`src/rtl/randgen_csr_pkg.sv`:
```
package randgen_csr_pkg;

  localparam int WORD_W = 32;

  // Register byte offsets
  localparam int OFF_IDENT  = 'h00;
  localparam int OFF_CMD    = 'h04;
  localparam int OFF_CTRL   = 'h08;
  localparam int OFF_STATUS = 'h0C;
  localparam int OFF_DATA   = 'h14;

  // Command bit positions; start bits are indexed by operation number
  localparam int CMD_SOFT_RST = 6;
  localparam int CMD_CLR_ERR  = 5;
  localparam int CMD_CLR_IRQ  = 4;

  // Control bit positions
  localparam int CTL_MASK_ERR  = 6;
  localparam int CTL_MASK_DONE = 5;
  localparam int CTL_AUTO_SEED = 4;

  // Operation numbering: also the command start bit and the status done bit offset
  localparam int OP_SELFTEST = 0;
  localparam int OP_SEED     = 1;
  localparam int NUM_OPS     = 2;

  // Status bit positions
  localparam int ST_READY     = 0;
  localparam int ST_BUSY      = 1;
  localparam int ST_DONE_BASE = 4;
  localparam int ST_SEED_AVL  = 6;
  localparam int ST_LEVEL_LSB = 8;
  localparam int ST_SIZE_LSB  = 12;

  // Identification fields
  localparam logic [3:0] ID_TYPE  = 4'h1;
  localparam logic [7:0] ID_MAJOR = 8'h02;
  localparam logic [7:0] ID_MINOR = 8'h40;

  typedef enum logic [1:0] {
    OPS_IDLE = 2'd0,
    OPS_RUN  = 2'd1,
    OPS_DONE = 2'd2
  } op_state_e;

endpackage

```
`src/rtl/randgen_op_seq.sv`:
```
module randgen_op_seq
  import randgen_csr_pkg::*;
#(
  parameter int DONE_DELAY = 16
) (
  input  logic clk,
  input  logic rst,
  input  logic soft_clr,
  input  logic start,
  output logic running,
  output logic done,
  output logic finish_evt
);

  localparam int CNT_W = (DONE_DELAY < 2) ? 1 : $clog2(DONE_DELAY);
  localparam logic [CNT_W-1:0] CNT_LOAD = CNT_W'(DONE_DELAY - 1);

  op_state_e        st_q;
  logic [CNT_W-1:0] cnt_q;

  // Completion fires only when nothing overrides it in the same cycle
  assign finish_evt = (st_q == OPS_RUN) && (cnt_q == '0) && !start && !soft_clr;

  always_ff @(posedge clk) begin
    if (rst) begin
      st_q  <= OPS_IDLE;
      cnt_q <= '0;
    end else if (start) begin
      st_q  <= OPS_RUN;
      cnt_q <= CNT_LOAD;
    end else if (soft_clr) begin
      st_q  <= OPS_IDLE;
      cnt_q <= '0;
    end else if (st_q == OPS_RUN) begin
      if (cnt_q == '0) st_q <= OPS_DONE;
      else             cnt_q <= cnt_q - 1'b1;
    end
  end

  assign running = (st_q == OPS_RUN);
  assign done    = (st_q == OPS_DONE);

  a_r4_start_runs: assert property (@(posedge clk) disable iff (rst)
    start |=> running);
  a_r4_expiry_done: assert property (@(posedge clk) disable iff (rst)
    (running && cnt_q == '0 && !start && !soft_clr) |=> done);
  a_r4_no_skip: assert property (@(posedge clk) disable iff (rst)
    (st_q == OPS_IDLE) |=> !done);
  a_r8_soft_idle: assert property (@(posedge clk) disable iff (rst)
    (soft_clr && !start) |=> (!running && !done));

endmodule

```
`src/rtl/randgen_lfsr.sv`:
```
module randgen_lfsr #(
  parameter int          WIDTH = 32,
  parameter logic [31:0] SEED  = 32'hACE1_2468,
  parameter logic [31:0] TAPS  = 32'h8020_0003
) (
  input  logic             clk,
  input  logic             rst,
  input  logic             step,
  output logic [WIDTH-1:0] value
);

  localparam logic [WIDTH-1:0] SEED_W = SEED[WIDTH-1:0];
  localparam logic [WIDTH-1:0] TAPS_W = TAPS[WIDTH-1:0];

  logic [WIDTH-1:0] state_q;
  logic [WIDTH-1:0] next_state;

  // Galois form, shifting toward bit 0
  assign next_state = state_q[0] ? ((state_q >> 1) ^ TAPS_W) : (state_q >> 1);

  always_ff @(posedge clk) begin
    if (rst)       state_q <= SEED_W;
    else if (step) state_q <= next_state;
  end

  assign value = state_q;

  a_r9_never_zero: assert property (@(posedge clk) disable iff (rst)
    state_q != '0);
  a_r9_hold_idle: assert property (@(posedge clk) disable iff (rst)
    !step |=> $stable(state_q));

endmodule

```
`src/rtl/randgen_csr.sv`:
```
module randgen_csr
  import randgen_csr_pkg::*;
#(
  parameter int          ADDR_W     = 8,
  parameter int          DONE_DELAY = 16,
  parameter int          FIFO_WORDS = 5,
  parameter logic [31:0] LFSR_SEED  = 32'hACE1_2468
) (
  input  logic              clk,
  input  logic              rst,
  input  logic              bus_wr,
  input  logic              bus_rd,
  input  logic [ADDR_W-1:0] bus_addr,
  input  logic [31:0]       bus_wdata,
  output logic [31:0]       bus_rdata,
  output logic              bus_rvalid,
  output logic              irq
);

  localparam logic [3:0]  FIFO_FIELD = 4'(FIFO_WORDS);
  localparam logic [31:0] IDENT_WORD = {ID_TYPE, 12'h000, ID_MAJOR, ID_MINOR};

  // Address decode
  logic hit_cmd, hit_ctrl, hit_status, hit_ident, hit_data;
  assign hit_ident  = (bus_addr == ADDR_W'(OFF_IDENT));
  assign hit_cmd    = (bus_addr == ADDR_W'(OFF_CMD));
  assign hit_ctrl   = (bus_addr == ADDR_W'(OFF_CTRL));
  assign hit_status = (bus_addr == ADDR_W'(OFF_STATUS));
  assign hit_data   = (bus_addr == ADDR_W'(OFF_DATA));

  logic wr_cmd, wr_ctrl, soft_rst, clr_req;
  assign wr_cmd   = bus_wr && hit_cmd;
  assign wr_ctrl  = bus_wr && hit_ctrl;
  assign soft_rst = wr_cmd && bus_wdata[CMD_SOFT_RST];
  assign clr_req  = wr_cmd && (bus_wdata[CMD_CLR_ERR] || bus_wdata[CMD_CLR_IRQ]);

  // Control register
  logic mask_err_q, mask_done_q, auto_seed_q;
  always_ff @(posedge clk) begin
    if (rst || soft_rst) begin
      mask_err_q  <= 1'b0;
      mask_done_q <= 1'b0;
      auto_seed_q <= 1'b0;
    end else if (wr_ctrl) begin
      mask_err_q  <= bus_wdata[CTL_MASK_ERR];
      mask_done_q <= bus_wdata[CTL_MASK_DONE];
      auto_seed_q <= bus_wdata[CTL_AUTO_SEED];
    end
  end

  // Operation sequencers, one per operation; start bit g drives sequencer g
  logic [NUM_OPS-1:0] op_run, op_done, op_fin;
  for (genvar g = 0; g < NUM_OPS; g++) begin : g_op
    randgen_op_seq #(.DONE_DELAY(DONE_DELAY)) u_seq (
      .clk       (clk),
      .rst       (rst),
      .soft_clr  (soft_rst),
      .start     (wr_cmd && bus_wdata[g]),
      .running   (op_run[g]),
      .done      (op_done[g]),
      .finish_evt(op_fin[g])
    );
  end

  // Interrupt: completion sets, clear command lowers, completion wins
  logic irq_set;
  assign irq_set = (|op_fin) && !mask_done_q;
  always_ff @(posedge clk) begin
    if (rst)          irq <= 1'b0;
    else if (irq_set) irq <= 1'b1;
    else if (clr_req) irq <= 1'b0;
  end

  // Data generator
  logic [31:0] rnd_word;
  randgen_lfsr #(.WIDTH(WORD_W), .SEED(LFSR_SEED)) u_lfsr (
    .clk  (clk),
    .rst  (rst),
    .step (bus_rd && hit_data),
    .value(rnd_word)
  );

  // Read mux
  logic        any_run;
  logic [31:0] rd_mux;
  assign any_run = |op_run;
  always_comb begin
    rd_mux = '0;
    if (hit_ident) begin
      rd_mux = IDENT_WORD;
    end else if (hit_cmd) begin
      rd_mux[NUM_OPS-1:0] = op_run;
    end else if (hit_ctrl) begin
      rd_mux[CTL_MASK_ERR]  = mask_err_q;
      rd_mux[CTL_MASK_DONE] = mask_done_q;
      rd_mux[CTL_AUTO_SEED] = auto_seed_q;
    end else if (hit_status) begin
      rd_mux[ST_SIZE_LSB +: 4]               = FIFO_FIELD;
      rd_mux[ST_LEVEL_LSB +: 4]              = FIFO_FIELD;
      rd_mux[ST_SEED_AVL]                    = 1'b1;
      rd_mux[ST_DONE_BASE +: NUM_OPS]        = op_done;
      rd_mux[ST_BUSY]                        = any_run;
      rd_mux[ST_READY]                       = !any_run;
    end else if (hit_data) begin
      rd_mux = rnd_word;
    end
  end

  always_ff @(posedge clk) begin
    if (rst) begin
      bus_rdata  <= '0;
      bus_rvalid <= 1'b0;
    end else begin
      bus_rvalid <= bus_rd;
      bus_rdata  <= bus_rd ? rd_mux : '0;
    end
  end

  a_r6_irq_cause: assert property (@(posedge clk) disable iff (rst)
    $rose(irq) |-> $past((|op_fin) && !mask_done_q));
  a_r6_masked_hold: assert property (@(posedge clk) disable iff (rst)
    ((|op_fin) && mask_done_q && !clr_req) |=> $stable(irq));
  a_r7_clear: assert property (@(posedge clk) disable iff (rst)
    (clr_req && !(|op_fin)) |=> !irq);
  a_r10_rvalid_on: assert property (@(posedge clk) disable iff (rst)
    bus_rd |=> bus_rvalid);
  a_r10_rvalid_off: assert property (@(posedge clk) disable iff (rst)
    !bus_rd |=> !bus_rvalid);
  a_r5_busy_xor_ready: assert property (@(posedge clk) disable iff (rst)
    (bus_rvalid && $past(bus_rd && hit_status)) |-> (bus_rdata[ST_BUSY] != bus_rdata[ST_READY]));

endmodule

```
`config.mk`:
```
export PLATFORM = sky130hd
export DESIGN_NAME = randgen_csr
export DESIGN_NICKNAME = d
export VERILOG_FILES = /design/src/rtl/randgen_csr_pkg.sv /design/src/rtl/randgen_op_seq.sv /design/src/rtl/randgen_lfsr.sv /design/src/rtl/randgen_csr.sv
export SDC_FILE = /design/constraint.sdc
export NUM_CORES = 1
export LEC_CHECK = 0
export ABC_AREA = 1
export BUFFER_PORTS_ARGS = -buffer_cell sky130_fd_sc_hd__clkbuf_2
export CORE_UTILIZATION = 54
export CTS_CLUSTER_DIAMETER = 80
export DETAILED_ROUTE_END_ITERATION = 10
export PLACE_DENSITY = 0.9
export SETUP_SLACK_MARGIN = 0.2
export SLEW_MARGIN = 20
export SYNTH_ARGS = -nofsm -noshare
export SYNTH_HDL_FRONTEND = slang
export SYNTH_HIERARCHICAL = 1
export SYNTH_SLANG_ARGS = --single-unit
```
`constraint.sdc`:
```
create_clock -name clk -period 1.6 [get_ports clk]
set_input_delay 0.16 -clock clk [delete_from_list [all_inputs] [get_ports clk]]
set_output_delay 0.16 -clock clk [all_outputs]
set_load 0.1 [all_outputs]
```
==> results by group, run 1 <==
Die
  – Row cnt: 29
  – Die Y: ~85 um
  – Starting Density: 0.573
  – Die Area: 0.00722 mm^2
  – Core Box Area: 0.00649 mm^2
  – Num ports: 78
  – Die width: around 85 um

Synthesis
  – Synth Cell Area: 0.00372 mm^2
  – Synth area leader: dfxtp_1
  – Seq/Total Area, Yosys: 0.436
  – Largest cells by area after synthesis: dfxtp_1, nand2_1, nor2_1
  – Syn Nets: ~520
  – Post-Synthesis Cells: roughly 470
  – Synth Warn #: 6
  – Mean post-synth cell area: 7.85 um^2
  – Share of the synthesized area in the top cell type: 0.436
  – #FFs+latches synth: 81
  – Post-synthesis cell type count: 30

Timing
  – Max Freq: 750 MHz
  – Setup ws final: 266 ps
  – Slew @ Worst Pin: 549 ps
  – Tcrit/Tclk final: 0.834
  – Tmin final: 1330 ps
  – Final setup violation count: 0
  – Clock Skews: 8.49 ps
  – Setup tns final: 0 ps
  – RSZ-0062 raised after global routing: no
  – Fin. Hold Viols: 0
  – Final Max Tran Viols: 0
  – Worst rel slew slack: 0.636

Final layout
  – Share of cells above drive strength 1: 0.278
  – ANT cells: 0
  – Commonest non-fill, non-tap cells in the layout: dfxtp_1, nand2_1, nor2_1
  – Area grow syn2layout: 8.41%
  – Commonest non-fill, non-tap cell in the layout: dfxtp_1
  – Fin util: 0.621
  – Final net count: 551
  – Fin area: around 0.0040 mm^2

GRT
  – Vias in the first global route: approximately 2.7k
  – Antenna violations before repair: 0
  – GR Util All Layers: 0.205
  – GRT Residual Overflow: 0
  – First-pass GRT wire length: between 10,000 and 15,000 um
  – Largest net degree at the start of global routing: 32

Critical path
  – CP endpoint kind: primary output
  – Arrival time worst endpoint: 1170 ps
  – Critical Path Fanout Max: 2
  – Worst Path Buf+Inv: 1
  – Startpoint types: flip-flop
  – CP Data Required Time: 1440 ps
  – Crit-path cells: clkbuf_2
  – CP max-delay cell: clkbuf_2
  – CP peak stage delay: 470 ps
  – Critical path type: reg -> out
  – CP top delay family: buffers and inverters

Clock tree
  – Depth of the CTS H-tree: 3
  – TritonCTS Buffers: 9
  – Clock root buffer: clkbuf_8
  – Postcts setup bufs: 0
  – CTS Hold Buffers Added: 0
  – Num Clock Sinks: about 80
  – Clock-pin slew on the worst setup and hold paths: 80 ps
  – TritonCTS clock tree: yes
  – Max clock buf depth: 2
  – Worst-Skew Late Latency: 360 ps

Placed design
  – Hpwl dp: slightly below 5000 um
  – Place WS: 29.2 ps
  – Area after DPL: 0.00378 mm^2
  – Placer Congestion: 0.854
  – I/O Buffers: 50

Drt
  – Residual DRC: 0
  – WL/cell: 11.8 um
  – Number of DRC markers in iteration 0: around 160
  – Drt via density: 5.03
  – Vias: 2,940
  – Remaining antenna violation count: 0
  – Final WL: slightly below 7000 um
  – Drt pass-1 iters: 4

Worst hold path
  – Min-Delay Path Class: in -> reg

Run status
  – Status: finished, final reports clean

Power
  – P_leak: 1.93 nW
  – Worst VDD drop: between 0.5 and 0.6 mV
  – Power Dens Cells: 957 mW/mm^2

Run
  – Maxcap violations: 0
[tightest hold or removal path: cells and delay by family]
family / cells / cell delay, ps
buffers and inverters: 1 / 90
AOI/OAI and AO/OA: 1 / 50
and+or+nand+nor: 1 / 70
[what timing repair did]
| action | CTS | global route |
|---|---|---|
| cloned | 0 | 0 |
| gates resized for setup | 1 | 3 |
| endpoints found under the setup margin | 1 | 1 |
| pin swaps | 0 | 0 |
[final timing paths]
path / start / to / slack [ps] / depth (start not counted)
setup / recovery: irq / irq / 270 / 1
hold / removal: bus_wdata[6] / mask_err_q / 60 / 3
setup reg to reg: g_op[1].u_seq/cnt_q[0] / irq / 330 / 6
hold reg to reg: u_lfsr/value[24] / bus_rdata[24] / 450 / 2
[synth_stat cells]
| cell type | number |
|---|---|
| o21ai_1 | 1 |
| nor2_1 | 71 |
| nand3_2 | 15 |
| o21bai_1 | 1 |
| buf_12 | 1 |
| nand2_2 | 6 |
| ha_1 | 4 |
| nand2_4 | 1 |
| nand3b_1 | 5 |
| nand2_1 | 71 |
| buf_8 | 1 |
| buf_6 | 7 |
| dfxtp_1 | 81 |
| o21ai_0 | 23 |
| or2_2 | 1 |
| inv_1 | 54 |
| nor3_2 | 1 |
| buf_4 | 31 |
| a21oi_2 | 2 |
| inv_4 | 1 |
| nor3_1 | 2 |
| inv_2 | 5 |
| nand3_1 | 34 |
| nor2_2 | 16 |
| a21oi_1 | 26 |
| buf_2 | 1 |
| o211ai_2 | 1 |
| o21ai_2 | 3 |
| nor2_4 | 7 |
| clkinv_4 | 1 |
[flip-flops by register name, summed over array words and instances, names as in the netlist]
name,cells
bus_rvalid,1
g_op.u_seq/cnt_q,8
g_op.u_seq/st_q,4
bus_rdata,32
mask_done_q,1
mask_err_q,1
irq,1
auto_seed_q,1
u_lfsr/value,32
[cells by family (layout without fill, tap and decap cells)]
kind of cell,Yosys count,count (layout),synth area share
flip-flops,81,81,0.436
AO/OA/AOI/OAI,57,57,0.0845
AND/OR/NAND/NOR,230,230,0.308
adder cells (fa/ha/maj),4,4,0.0135
buffers and inverters,102,136,0.158
[metrics by stage]
stage	hold slack (ps)	total power (W)	std cells
final	64.6	0.00386	585
after global routing	68.7	0.00399	585
after CTS	57.4	0.00388	585
after detailed placement	435	0.00220	569
after global placement	432	0.00219	569
after floorplan	229	0.00215	474
[cell type report]
type	instances	area, um^2
Fill cell	536	2460
Sequential cell	81	1620
Multi-Input combinational cell	291	1530
Timing Repair Buffer	59	318
Inverter	61	236
Clock buffer	9	124
Clock inverter	7	106
Tap cell	77	96.3
[where the power goes]
| part | internal (W) | switching [W] | leakage [nW] |
|---|---|---|---|
| Sequential | 0.00202 | 0.00000277 | 0.653 |
| Combinational | 0.0000409 | 0.0000915 | 1.16 |
| Clock | 0.000911 | 0.000794 | 0.117 |
[per-layer routing]
layer	track usage	share of wire	vias up	routed length (um)
li1	-	-	1511	-
met1	0.252	0.46	1339	3200
met2	0.336	0.47	79	3250
met3	0.0389	0.043	11	294
met4	0.119	0.023	0	161
met5	0	0	-	0
Power figures use the tool's default switching activity.
==> inputs of run 2 (changes only) <==
--- a/config.mk
+++ b/config.mk
@@ -5,12 +5,12 @@
 export SDC_FILE = /design/constraint.sdc
 export NUM_CORES = 1
 export LEC_CHECK = 0
-export ABC_AREA = 1
+export ABC_AREA = 0
 export BUFFER_PORTS_ARGS = -buffer_cell sky130_fd_sc_hd__clkbuf_2
 export CORE_UTILIZATION = 54
 export CTS_CLUSTER_DIAMETER = 80
 export DETAILED_ROUTE_END_ITERATION = 10
-export PLACE_DENSITY = 0.9
+export PLACE_DENSITY = 0.91
 export SETUP_SLACK_MARGIN = 0.2
 export SLEW_MARGIN = 20
 export SYNTH_ARGS = -nofsm -noshare
==> constraint.sdc (replaced) <==
create_clock -name clk -period 1.3 [get_ports clk]
set_input_delay 0.13 -clock clk [delete_from_list [all_inputs] [get_ports clk]]
set_output_delay 0.13 -clock clk [all_outputs]
set_load 0.1 [all_outputs]
==> run 2 against run 1 <==
The run now ends with negative setup slack left. Critical path depth is 7 higher. Combinational power up 93%. Clock skew grew 0.76 ps. Non-clock buffer count up 54. Worst setup slack worse by 530 ps. Sequential share of layout area decreased by 8.0 points. Utilization increased by 21 points. Global-route usage is 6.8 points higher. Largest power group unchanged.
==> results by group, run 2 <==
Run status
  – Status: finished with violations
  – Failing checks: negative setup slack

Timing
  – Setup ws final: -261 ps (-527 ps)
  – Worst hold slack: 45.4 ps (-19.2 ps)
  – Clock Skews: 9.25 ps (+0.758 ps)
  – Final setup violation count: 46 (+46)
  – Max Freq: 641 MHz
  – Final Max Tran Viols: 0 (unchanged)
  – RSZ-0062 raised after global routing: yes
  – Fin. Hold Viols: 0 (unchanged)
  – Tcrit/Tclk final: 1.20
  – Tmin final: between 1500 and 2000 ps
  – Worst rel slew slack: 0.666 (+0.0299)
  – Slew @ Worst Pin: 495 ps (-53.9 ps)

Drt
  – Drt pass-1 iters: 6 (+2)
  – Residual DRC: 0 (unchanged)
  – Number of DRC markers in iteration 0: 182 (+14%)
  – Remaining antenna violation count: 0 (unchanged)
  – WL/cell: 18.4 um (+56%)
  – Final WL: 9460 um (+37%)
  – Drt via density: 5.65 (+12%)
  – Vias: 2,911 (-0.99%)

Die
  – Num ports: 78 (unchanged)
  – Die Y: 82.5 um (-2.9%)
  – Row cnt: 28 (-3.4%)
  – Starting Density: 0.575 (+0.00218)
  – Core Box Area: 0.00610 mm^2 (-6.1%)
  – Die width: 82.5 um (-2.9%)
  – Die Area: 0.00681 mm^2 (-5.7%)

Clock tree
  – TritonCTS clock tree: yes
  – Clock-pin slew on the worst setup and hold paths: 80 ps (about the same)
  – Worst-Skew Late Latency: 360 ps (about the same)
  – TritonCTS Buffers: 9 (unchanged)
  – Clock root buffer: clkbuf_8
  – Num Clock Sinks: 81 (unchanged)
  – Depth of the CTS H-tree: 3 (unchanged)
  – Max clock buf depth: 2 (unchanged)

Critical path
  – CP endpoint kind: flip-flop
  – Critical path type: in -> reg
  – CP Data Required Time: 1530 ps (+90 ps)
  – CP top delay family: simple AND/OR/NAND/NOR gates
  – Crit-path cells: buf_6 -> or4_4 -> nor2_4 -> and4_4 -> buf_12 -> buf_16 -> mux2i_1 -> nand2_1
  – CP peak stage delay: 570 ps (+100 ps)
  – Arrival time worst endpoint: 1800 ps (+630 ps)
  – CP max-delay cell: or4_4
  – Critical Path Fanout Max: 4 (+2)
  – Worst Path Buf+Inv: 3 (+2)
  – Startpoint types: input port

GRT
  – First-pass GRT wire length: 13,700 um (+17%)
  – Largest net degree at the start of global routing: 36 (+13%)
  – GR Util All Layers: 0.273 (+0.0685)
  – Antenna violations before repair: 1 (+1)
  – Vias in the first global route: 2,883 (+7.0%)
  – GRT Residual Overflow: 0 (unchanged)

Final layout
  – Commonest non-fill, non-tap cell in the layout: dfxtp_1
  – Final Non-Filler Cells: 515 (-12%)
  – Share of cells above drive strength 1: 0.476 (+0.199)
  – Final net count: 482 (-13%)
  – Area grow syn2layout: 44.3%
  – Commonest non-fill, non-tap cells in the layout: dfxtp_1, buf_4, nand2_1

Synthesis
  – Most used DFF post-synth: dfxtp_1
  – Syn Nets: 406 (-22%)
  – Synth Cell Area: 0.00350 mm^2 (-5.8%)
  – Seq/Total Area, Yosys: 0.463 (+0.0268)
  – Synth Warn #: 6 (unchanged)
  – Post-synthesis cell type count: 46 (+53%)
  – Main combinational cell family by area after synthesis: simple AND/OR/NAND/NOR gates
  – Compound-cell area share of the yosys netlist: 0.0657 (-0.0187)
  – Synth area leader: dfxtp_1
  – Largest cells by area after synthesis: dfxtp_1, mux2i_1, buf_4
  – Area share of fa/ha/maj cells after synthesis: 0.0143 (+0.000827)
  – Mean post-synth cell area: 9.79 um^2 (+25%)
  – Simple-gate share of the synthesized area: 0.232 (-0.0761)
  – Count leader, synth: dfxtp_1
  – Post-synth ARST share: 0 (unchanged)
  – Number of synthesized flops with an enable pin: 0 (unchanged)
  – #FFs+latches synth: 81 (unchanged)
  – Share of the synthesized area in the top cell type: 0.463 (+0.0268)
  – Post-Synthesis Cells: 358 (-24%)
  – Most frequent cells after synthesis: dfxtp_1, mux2i_1, nand2_1, buf_4, nor2_1
  – XOR/XNOR Fraction of Synth Area: 0.00500 (+0.00500)
  – Mux contribution to synthesized area: 0.100 (+0.100)

Power
  – Total Power: 0.00462 W (+20%)
  – Power Dens Cells: 914 mW/mm^2 (-4.5%)
  – P_leak: 2.09 nW (+7.9%)
  – Worst VDD drop: 0.933 mV (+75%)

Placed design
  – Hpwl dp: 4810 um (-2.6%)
  – Cell count after placement: 469 (-18%)
  – I/O Buffers: 50 (unchanged)
  – Placer Congestion: 0.814 (-4.7%)

Run
  – Maxcap violations: 0 (unchanged)

Worst hold path
  – Min-Delay Path Class: in -> reg
-- run 2: changes by cell type in the layout (fill, tap and decap cells not counted), moves of 17 or more --
cell / previous run / this run
nand2_1: 71 / 31
o21ai_0: 23 / 0
buf_4: 9 / 41
a21oi_1: 26 / 7
nor2_2: 17 / 0
nor2_1: 70 / 24
clkbuf_2: 50 / 15
nand3_1: 33 / 5
inv_1: 53 / 9
mux2i_1: 0 / 30
buf_6: 0 / 24
-- run 2: path summary, 6_finish.rpt --
check                               from               end  slack, ps  depth (start not counted)
setup / recovery             bus_addr[5]  u_lfsr/value[26]       -260                          8
hold / removal              bus_wdata[6]        mask_err_q         50                          3
hold reg to reg               mask_err_q        mask_err_q        490                          2
setup reg to reg  g_op[1].u_seq/cnt_q[0]               irq       -230                          7
-- run 2: stage by stage --
step	worst slack [ps]	instance area, um^2	TNS [ps]	util
2_1_floorplan	-404	3540	-19030	-
3_3_place_gp	-497	3860	-28310	0.633
3_5_place_dp	-583	3860	-31150	0.633
4_1_cts	-146	4670	-4640	0.766
5_1_grt	-385	5050	-8620	0.829
6_report	-261	5050	-7200	0.829
-- run 2: timing repair --
item,4_1_cts,5_1_grt
setup buffers,12,8
cloned,6,3
resized for setup,94,55
hold buffers,0,0
pin swaps,15,14
setup endpoints to repair,89,92
-- run 2: worst register-to-register path: cells and delay by family (launching register included) --
family / cells / cell delay (ps)
AOI/OAI and AO/OA: 1 / 230
adders and majority gates: 1 / 150
buffers and inverters: 1 / 90
and+or+nand+nor: 4 / 620
DFF: 1 / 340
-- run 2: power breakdown --
group          switching, W  leakage (nW)  internal, W
clock network      0.000930         0.101     0.000946
logic              0.000148          1.33     0.000107
registers        0.00000310         0.657      0.00248
total               0.00108          2.09      0.00354
-- run 2: logic make-up (layout without fill, tap and decap cells) --
| kind of cell | count (synthesis) | after routing |
|---|---|---|
| other cells | 0 | 1 |
| compound gates | 34 | 34 |
| flops | 81 | 81 |
| buf+inv | 61 | 142 |
| fa+ha+maj | 4 | 4 |
| simple gates | 141 | 141 |
| xor+xnor | 2 | 2 |
| mux | 35 | 35 |
-- run 2: layer usage --
| metal | share of wire | GRT usage |
|---|---|---|
| met3 | 0.050 | 0.0659 |
| met5 | 0 | 0 |
| met1 | 0.37 | 0.297 |
| met4 | 0.036 | 0.148 |
| met2 | 0.55 | 0.487 |
-- run 2: area by class of cell --
cell class                 count  area (um^2)
tap                           75         93.8
multi-input combinational    216         1820
antenna                        1         2.50
timing repair buffer         113         1260
clock buffer                  12          145
sequential                    81         1630
fill                         319         1040
inverter                      13         48.8
clock inverter                 4         52.6
